`src/rtl/ovl_coord_pkg.sv`:
```
package ovl_coord_pkg;
  localparam int unsigned AXES = 2;
  localparam int unsigned AX_H = 0;
  localparam int unsigned AX_V = 1;

  typedef enum logic [1:0] {
    STEP_HOLD = 2'd0,
    STEP_INIT = 2'd1,
    STEP_NEXT = 2'd2
  } step_e;
endpackage

```
`src/rtl/ovl_axis_walker.sv`:
```
module ovl_axis_walker
  import ovl_coord_pkg::*;
#(
  parameter int unsigned CW = 12,
  parameter int unsigned WW = 6,
  parameter int unsigned SW = 8,
  parameter int unsigned DW = 21
) (
  input  logic          clk_i,
  input  logic          rst_ni,
  input  step_e         op_i,
  input  logic [CW-1:0] cnt_i,
  input  logic [WW-1:0] win_i,
  input  logic [SW-1:0] src_i,
  input  logic [CW-1:0] reg_step_i,
  input  logic [CW-1:0] reg_num_i,
  input  logic          reg_dn_i,
  output logic [CW-1:0] idx_o,
  output logic [CW-1:0] src_idx_o,
  output logic [DW-1:0] disp_o,
  output logic [DW-1:0] edge_o,
  output logic          last_o
);
  logic [CW-1:0] idx_q, sidx_q, rcnt_q, rapp_q;
  logic [DW-1:0] disp_q, edge_q;
  logic          reg_hit, rcnt_wrap;
  logic [DW-1:0] src_w, edge_one, edge_two, disp_nx, edge_nx;
  logic [CW-1:0] sidx_nx;

  assign src_w     = DW'(src_i);
  assign rcnt_wrap = (rcnt_q == reg_step_i - CW'(1));
  assign reg_hit   = (reg_step_i != '0) && (rapp_q < reg_num_i) && rcnt_wrap;

  always_comb begin
    disp_nx = disp_q + DW'(win_i);
    if (reg_hit) begin
      if (reg_dn_i) disp_nx = disp_nx - DW'(1);
      else          disp_nx = disp_nx + DW'(1);
    end
  end

  // window may cross up to two source edges in one step
  assign edge_one = edge_q;
  assign edge_two = edge_q + src_w;
  always_comb begin
    sidx_nx = sidx_q;
    edge_nx = edge_q;
    if (disp_nx >= edge_two) begin
      sidx_nx = sidx_q + CW'(2);
      edge_nx = edge_two + src_w;
    end else if (disp_nx >= edge_one) begin
      sidx_nx = sidx_q + CW'(1);
      edge_nx = edge_two;
    end
  end

  always_ff @(posedge clk_i or negedge rst_ni) begin
    if (!rst_ni) begin
      idx_q  <= '0;
      sidx_q <= '0;
      rcnt_q <= '0;
      rapp_q <= '0;
      disp_q <= '0;
      edge_q <= '0;
    end else begin
      unique case (op_i)
        STEP_INIT: begin
          idx_q  <= '0;
          sidx_q <= '0;
          rcnt_q <= '0;
          rapp_q <= '0;
          disp_q <= '0;
          edge_q <= src_w;
        end
        STEP_NEXT: begin
          idx_q  <= idx_q + CW'(1);
          sidx_q <= sidx_nx;
          disp_q <= disp_nx;
          edge_q <= edge_nx;
          rcnt_q <= rcnt_wrap ? '0 : rcnt_q + CW'(1);
          if (reg_hit) rapp_q <= rapp_q + CW'(1);
        end
        default: ;
      endcase
    end
  end

  assign idx_o     = idx_q;
  assign src_idx_o = sidx_q;
  assign disp_o    = disp_q;
  assign edge_o    = edge_q;
  assign last_o    = (idx_q == cnt_i - CW'(1));
endmodule

```
`src/rtl/ovl_span_split.sv`:
```
module ovl_span_split #(
  parameter int unsigned WW = 6,
  parameter int unsigned DW = 21
) (
  input  logic [DW-1:0] disp_i,
  input  logic [DW-1:0] edge_i,
  input  logic [WW-1:0] win_i,
  output logic [WW-1:0] near_o,
  output logic [WW-1:0] far_o
);
  logic [DW-1:0] gap;

  assign gap    = edge_i - disp_i;
  assign near_o = (gap < DW'(win_i)) ? gap[WW-1:0] : win_i;
  assign far_o  = win_i - near_o;
endmodule

```
`src/rtl/ovl_coord_gen.sv`:
```
module ovl_coord_gen
  import ovl_coord_pkg::*;
#(
  parameter int unsigned CW = 12,
  parameter int unsigned WW = 6,
  parameter int unsigned SW = 8
) (
  input  logic          clk_i,
  input  logic          rst_ni,
  input  logic          start_i,
  input  logic [CW-1:0] tgt_w_i,
  input  logic [CW-1:0] tgt_h_i,
  input  logic [WW-1:0] win_w_i,
  input  logic [WW-1:0] win_h_i,
  input  logic [SW-1:0] src_w_i,
  input  logic [SW-1:0] src_h_i,
  input  logic [CW-1:0] reg_step_x_i,
  input  logic [CW-1:0] reg_num_x_i,
  input  logic          reg_dn_x_i,
  input  logic [CW-1:0] reg_step_y_i,
  input  logic [CW-1:0] reg_num_y_i,
  input  logic          reg_dn_y_i,
  output logic          valid_o,
  output logic [CW-1:0] tgt_x_o,
  output logic [CW-1:0] tgt_y_o,
  output logic [CW-1:0] src_x_o,
  output logic [CW-1:0] src_y_o,
  output logic [WW-1:0] ovl_l_o,
  output logic [WW-1:0] ovl_r_o,
  output logic [WW-1:0] ovl_t_o,
  output logic [WW-1:0] ovl_b_o
);
  localparam int unsigned DW = CW + SW + 1;

  logic [AXES-1:0][CW-1:0] cnt_in,  cnt_q,  cnt_use;
  logic [AXES-1:0][WW-1:0] win_in,  win_q,  win_use;
  logic [AXES-1:0][SW-1:0] src_in,  src_q,  src_use;
  logic [AXES-1:0][CW-1:0] stp_in,  stp_q,  stp_use;
  logic [AXES-1:0][CW-1:0] num_in,  num_q,  num_use;
  logic [AXES-1:0]         dn_in,   dn_q,   dn_use;

  step_e                   op     [AXES];
  logic [AXES-1:0][CW-1:0] idx, sidx;
  logic [AXES-1:0][DW-1:0] disp, edge_pos;
  logic [AXES-1:0]         last;
  logic [AXES-1:0][WW-1:0] near, far;

  logic run_q, run_d;

  assign cnt_in = {tgt_h_i, tgt_w_i};
  assign win_in = {win_h_i, win_w_i};
  assign src_in = {src_h_i, src_w_i};
  assign stp_in = {reg_step_y_i, reg_step_x_i};
  assign num_in = {reg_num_y_i, reg_num_x_i};
  assign dn_in  = {reg_dn_y_i, reg_dn_x_i};

  // stage 0/1: configuration capture
  always_ff @(posedge clk_i or negedge rst_ni) begin
    if (!rst_ni) begin
      cnt_q <= '0;
      win_q <= '0;
      src_q <= '0;
      stp_q <= '0;
      num_q <= '0;
      dn_q  <= '0;
    end else if (start_i) begin
      cnt_q <= cnt_in;
      win_q <= win_in;
      src_q <= src_in;
      stp_q <= stp_in;
      num_q <= num_in;
      dn_q  <= dn_in;
    end
  end

  assign cnt_use = start_i ? cnt_in : cnt_q;
  assign win_use = start_i ? win_in : win_q;
  assign src_use = start_i ? src_in : src_q;
  assign stp_use = start_i ? stp_in : stp_q;
  assign num_use = start_i ? num_in : num_q;
  assign dn_use  = start_i ? dn_in  : dn_q;

  // raster sequencing
  always_comb begin
    op[AX_H] = STEP_HOLD;
    op[AX_V] = STEP_HOLD;
    run_d    = run_q;
    if (start_i) begin
      op[AX_H] = STEP_INIT;
      op[AX_V] = STEP_INIT;
      run_d    = 1'b1;
    end else if (run_q) begin
      if (!last[AX_H]) begin
        op[AX_H] = STEP_NEXT;
      end else if (!last[AX_V]) begin
        op[AX_H] = STEP_INIT;
        op[AX_V] = STEP_NEXT;
      end else begin
        run_d = 1'b0;
      end
    end
  end

  always_ff @(posedge clk_i or negedge rst_ni) begin
    if (!rst_ni) run_q <= 1'b0;
    else         run_q <= run_d;
  end

  for (genvar a = 0; a < AXES; a++) begin : g_axis
    ovl_axis_walker #(.CW(CW), .WW(WW), .SW(SW), .DW(DW)) u_walk (
      .clk_i      (clk_i),
      .rst_ni     (rst_ni),
      .op_i       (op[a]),
      .cnt_i      (cnt_use[a]),
      .win_i      (win_use[a]),
      .src_i      (src_use[a]),
      .reg_step_i (stp_use[a]),
      .reg_num_i  (num_use[a]),
      .reg_dn_i   (dn_use[a]),
      .idx_o      (idx[a]),
      .src_idx_o  (sidx[a]),
      .disp_o     (disp[a]),
      .edge_o     (edge_pos[a]),
      .last_o     (last[a])
    );

    ovl_span_split #(.WW(WW), .DW(DW)) u_split (
      .disp_i (disp[a]),
      .edge_i (edge_pos[a]),
      .win_i  (win_q[a]),
      .near_o (near[a]),
      .far_o  (far[a])
    );
  end

  // stage 2: extents
  always_ff @(posedge clk_i or negedge rst_ni) begin
    if (!rst_ni) begin
      valid_o <= 1'b0;
      tgt_x_o <= '0;
      tgt_y_o <= '0;
      src_x_o <= '0;
      src_y_o <= '0;
      ovl_l_o <= '0;
      ovl_r_o <= '0;
      ovl_t_o <= '0;
      ovl_b_o <= '0;
    end else begin
      valid_o <= run_q;
      tgt_x_o <= idx[AX_H];
      tgt_y_o <= idx[AX_V];
      src_x_o <= sidx[AX_H];
      src_y_o <= sidx[AX_V];
      ovl_l_o <= near[AX_H];
      ovl_r_o <= far[AX_H];
      ovl_t_o <= near[AX_V];
      ovl_b_o <= far[AX_V];
    end
  end
endmodule

```
`config.mk`:
```
export PLATFORM = sky130hd
export DESIGN_NAME = ovl_coord_gen
export DESIGN_NICKNAME = d
export VERILOG_FILES = /design/src/rtl/ovl_coord_pkg.sv /design/src/rtl/ovl_axis_walker.sv /design/src/rtl/ovl_span_split.sv /design/src/rtl/ovl_coord_gen.sv
export SDC_FILE = /design/constraint.sdc
export NUM_CORES = 1
export LEC_CHECK = 0
export CORE_UTILIZATION = 67
export CTS_BUF_LIST = sky130_fd_sc_hd__clkbuf_2 sky130_fd_sc_hd__clkbuf_4 sky130_fd_sc_hd__clkbuf_8
export DETAILED_ROUTE_END_ITERATION = 10
export PLACE_DENSITY_LB_ADDON = 0.08
export SYNTH_ARGS = -nofsm -noshare
export SYNTH_HDL_FRONTEND = slang
export SYNTH_HIERARCHICAL = 1
export SYNTH_SLANG_ARGS = --single-unit
```
`constraint.sdc`:
```
create_clock -name clk_i -period 19.7 [get_ports clk_i]
set_clock_uncertainty 0.15 [all_clocks]
set_input_delay 1.97 -clock clk_i [delete_from_list [all_inputs] [get_ports clk_i]]
set_output_delay 1.97 -clock clk_i [all_outputs]
set_load 0.02 [all_outputs]
```
* Word level (Yosys, flattened, before mapping)
Cells that the tools add are included.
** Operators by class
- $add $sub $neg :: 28
- Magnitude comparators :: 8
- Equality and inequality tests :: 12
- Multiplexer cells :: 45
- Reductions and logical operators :: 12
** Operators with widths (count)
- 12-bit case mux with 2 select lines :: 8
- 21-bit 2-to-1 mux :: 8
- 21-bit case mux with 2 select lines :: 4
- 12-bit 2-to-1 mux :: 9
- 12-bit by 1-bit adder with 12-bit output, second input constant :: 8
- 21-bit by 8-bit adder with 21-bit output :: 4
- 21-bit >= comparator :: 4
- 24-bit 2-to-1 mux :: 3
- 12-bit equality test :: 4
- 12-bit by 1-bit subtractor with 12-bit output, second input constant :: 4
- 21-bit by 1-bit adder with 21-bit output, second input constant :: 2
- 21-bit by 6-bit adder with 21-bit output :: 2
- 21-bit by 6-bit less-than comparator with 1-bit output :: 2
- 21-bit by 1-bit subtractor with 21-bit output, second input constant :: 2
- 21-bit subtractor :: 2
- 12-bit by 2-bit adder with 12-bit output, second input constant :: 2
- 12-bit less-than comparator :: 2
- 12-bit nonzero test :: 2
- 16-bit 2-to-1 mux :: 1
- 6-bit 2-to-1 mux :: 2
- 6-bit subtractor :: 2
- 4-bit 2-to-1 mux :: 2
- 2-bit AND reduction :: 4
- 2-bit 2-to-1 mux :: 3
- 8 further kinds :: 19
** Word-level totals
- Register bits :: 356
- Input port bits :: 105
- Output and inout bits :: 73
- Word-level logic and storage cells :: 138

* Longest topological paths before layout
- Depth after elaboration :: 10
- Gate-level depth with buffers :: 34

* Cells and area by module
The synthesis kept the hierarchy.
** Modules (own cells, without submodules)
- ovl_axis_walker (g_axis[1].u_walk) :: instances 1, cells each 1165, area each 9357.7 um^2, seq. area each 2252.2 um^2
- ovl_axis_walker (g_axis[0].u_walk) :: instances 1, cells each 1102, area each 9140.0 um^2, seq. area each 2252.2 um^2
- ovl_coord_gen :: instances 1, cells each 296, area each 5829.3 um^2, seq. area each 4404.2 um^2
- ovl_span_split (g_axis[0].u_split) :: instances 1, cells each 245, area each 1692.9 um^2, seq. area each 0.0 um^2
- ovl_span_split (g_axis[1].u_split) :: instances 1, cells each 243, area each 1654.1 um^2, seq. area each 0.0 um^2

* Worst setup path before layout
Ideal clock, no wire load.
- Kind :: input -> register
- From :: input port start_i
- To :: register g_axis[0].u_walk.edge_q[3]
- Library setup time :: 0.126 ns
- Arrival time :: 8.465 ns
- Path slack :: 10.959 ns
- Cell stages on the path :: 33
- Cells stage by stage :: buf_6 > buf_6 > buf_6 > mux2_4 > ha_1 > fa_1 > a21o_1 > a21oi_1 > o21bai_1 > a21oi_1 > nand3b_1 > xnor2_1 > ha_1 > a21o_1 > a21oi_1 > nor3b_1 > a211oi_2 > o2111ai_1 > a31oi_1 > xnor2_1 > or3_1 > and2_1 > ha_1 > and2_1 > a221oi_2 > nor4b_2 > a32oi_2 > a211oi_1 > a21o_1 > buf_2 > buf_6 > nor3_1 > a221o_1
** RTL lines
- start, declared :: RTL line ovl_coord_gen.sv:10 : input logic start_i,
- end signal, assigned :: RTL line ovl_axis_walker.sv:73 : edge_q <= src_w;
- end signal, assigned :: RTL line ovl_axis_walker.sv:79 : edge_q <= edge_nx;
- end, declared :: RTL line ovl_axis_walker.sv:25 : logic [DW-1:0] disp_q, edge_q;

==> impl_metrics.yaml <==
die:
  start_util_pct: 67.9
  core-area_sq_um: 40700
  die_w_um: 205
  io_pins: 178
  die_h_um: 205
  num_rows: 74
  dieArea_sq_um: 42100
timing:
  fmax_mhz: 99.9
  worst_pin_slew_ps: 1250
  max_slew_margin_pct: 16.5
  fin_setup_tns_ps: 0
  post-route-period-util_pct: 50.8
  period_minus_slack_ps: 10010
  whs_ps: 265
  rsz0062_at_grt: "no"
  hold_viol_final: 0
  slew_violations: 0
  setup_viol: 0
cells_and_area:
  nets: 3594
  drive_gt1_share_pct: 9.84
  finish.utilization_pct: 76.5
  syn_to_final_growth_pct: 12.7
clock_network:
  htreeDepth: 3
  cts_root_buffer: "clkbuf_8"
  numCtsBuffers: 66
  post_cts_buffers: 0
  path_clk_slew_ps: 60
  cts_sinks: 356
  cts_resized: 0
  clock_latency_ps: 650
  clock_path_buffers: 3
  ctsHoldBuffers: 0
  cts_tree: "done"
setup_path:
  start_kind: "primary input"
  path_delay_family: "compound AO/OA/AOI/OAI gates"
  cp_num_buf_inv: 3
  cpMostUsedCell: "a21oi_1"
  cp_max_fo: 46
  end_kind: "flop"
  cp_slowest_cell: "a21o_1"
  cpPeakStageDelay_ps: 980
  critPathKind: "in -> reg"
  critPathRequiredTime_ps: 20010
  worstPathArrival_ps: 10320
global_routing:
  grt_max_degree: 179
  grt_pass1_vias: 24500
  grt_overflow: 0
  antenna_found_initial: 4
  grt_use_total_pct: 38.2
  grt_pass1_wl_mm: 127
detailed_routing:
  wire_per_inst_um: 21.0
  vias_per_cell: 6.50
  firstDrtPassIters: 6
  wl_mm: 79.8
  dr.first_iter.drc_count: 2195
  num_vias: 24700
  final_antenna_net_count: 0
  drc: 0
synthesis:
  synth_edf_count: 0
  avgSynthCellArea_sq_um: 9.07
  synthesis.nets: 3431
  synth-seq-cells: 356
  synth_cells: 3051
  seq_area_frac_synth_pct: 32.2
  synth_ff_type: "dfrtp_1"
  synth-async-reset-ratio_pct: 100
  synth_cell_type_count: 109
  synth_warnings: 6
  synth_area_sq_um: 27700
status:
  status: "finished clean"
placed_design:
  port_buffers: 177
  gp_congestion: 1.01
  hpwlAfterDp_mm: 58.6
pwr:
  power_leakage_nw: 14.3
  irDropWorstVdd_v: 0.0000600
  power.density_nw_per_um2: 89.7
flow_run:
  max_cap_viol_count: 0
min_path:
  hold_class: "reg -> reg"
## report_power, final
group | switching, mW | total, mW | leakage (nW) | internal, mW
combinational | 0.704 | 1.19 | 8.87 | 0.490
clock | 0.333 | 0.771 | 0.753 | 0.439
sequential | 0.0499 | 0.831 | 4.64 | 0.781
## per-stage QoR
| step | power (mW) | worst slack, ps | instance area, sq um | instances |
|---|---|---|---|---|
| 6_report | 2.80 | 9690 | 31200 | 3798 |
| 5_1_grt | 2.96 | 8960 | 31200 | 3797 |
| 4_1_cts | 2.78 | 9790 | 31200 | 3793 |
| 3_5_place_dp | 2.00 | 9150 | 29800 | 3678 |
| 3_3_place_gp | 1.95 | 9530 | 29800 | 3678 |
| 2_1_floorplan | 1.70 | 10960 | 27700 | 3051 |
## synth_stat cells, drive strengths merged (38+ instances only)
cell type | count | area (sq um)
ha | 263 | 3290
dfrtp | 356 | 8910
nand4 | 57 | 378
inv | 209 | 785
nand2 | 264 | 993
o21ai | 199 | 996
xnor2 | 157 | 1380
buf | 41 | 289
and3 | 42 | 263
xor2 | 100 | 876
a211oi | 38 | 305
nor2 | 211 | 800
nand3 | 90 | 450
a21oi | 174 | 882
a21o | 70 | 526
clkbuf | 57 | 216
nor3 | 88 | 487
mux2 | 123 | 1540
## layout make-up
| class | instances | area, sq um |
|---|---|---|
| fill | 2872 | 9560 |
| multi-input combinational | 2387 | 17500 |
| timing repair buffer | 193 | 1910 |
| inverter | 210 | 788 |
| sequential | 356 | 8910 |
| clock inverter | 10 | 96.3 |
| clock buffer | 105 | 1320 |
| tap | 532 | 666 |
| antenna | 5 | 12.5 |
## worst reg2reg max path, delay by kind of cell, from the launching register on
| family | cells | cell delay, ps |
|---|---|---|
| AO/OA/AOI/OAI | 15 | 4540 |
| XOR/XNOR | 3 | 630 |
| adder cells (fa/ha/maj) | 4 | 1310 |
| buffers and inverters | 2 | 340 |
| flip-flops | 1 | 510 |
| multiplexers | 1 | 340 |
| AND/OR/NAND/NOR | 4 | 730 |
## layer usage
layer	vias up	GRT usage, %	routed length [um]
met3	311	6.37	5390
met1	11900	45.0	31100
li1	11400	-	-
met5	-	0	0
met2	1102	64.5	38300
met4	0	24.3	5090
## placed cells by master (no fill, tap or decap), drive strengths merged, types with 20 or more instances in the layout
cell type / n
mux2i: 26
xor2: 100
nor2b: 25
nor3: 88
xnor2: 157
nand3: 90
o21a: 22
a21o: 70
a211oi: 38
clkdlybuf4s50: 175
a21oi: 174
o22ai: 23
and3: 42
o21ai: 199
nor4: 22
ha: 263
o211ai: 26
clkbuf: 105
nor2: 211
nand2b: 33
nand2: 264
dfrtp: 356
and2: 20
nand4: 57
a22o: 34
mux2: 123
inv: 211
## path summary, 6_finish.rpt
kind	startpoint	endpoint	slack [ps]	cells after the start
setup / recovery	start_i	g_axis[0].u_walk/src_idx_o[7]	9690	30
hold / removal	g_axis[1].u_walk/src_idx_o[11]	src_y_o[11]	260	0
setup reg to reg	win_q[0]	g_axis[0].u_walk/src_idx_o[7]	10960	29
hold reg to reg	g_axis[1].u_walk/src_idx_o[11]	src_y_o[11]	260	0
max in group asynchronous	rst_ni	g_axis[1].u_walk/edge_o[4]	15790	3
min in group asynchronous	rst_ni	stp_q[5]	1260	1
## kinds of logic (layout without fill, tap and decap cells)
family,after synthesis,count (layout),synth area share (%)
multiplexers,149,149,6.50
XOR/XNOR,257,257,8.16
adder cells (fa/ha/maj),277,277,12.8
AND/OR/NAND/NOR,931,931,17.0
flip-flops,356,356,32.2
other,0,5,0
buffers and inverters,308,518,4.67
AO/OA/AOI/OAI,773,773,18.7
## sequential cells by signal (all words and copies together), names as in the netlist, 12 cells and up
register,flops
src_q,16
win_q,12
g_axis.u_walk/rcnt_q,24
num_q,24
tgt_x_o,12
g_axis.u_walk/rapp_q,24
stp_q,24
cnt_q,24
src_x_o,12
g_axis.u_walk/src_idx_o,24
g_axis.u_walk/edge_o,42
g_axis.u_walk/disp_o,42
g_axis.u_walk/idx_o,24
tgt_y_o,12
src_y_o,12
(Power assumes the default switching activity.)
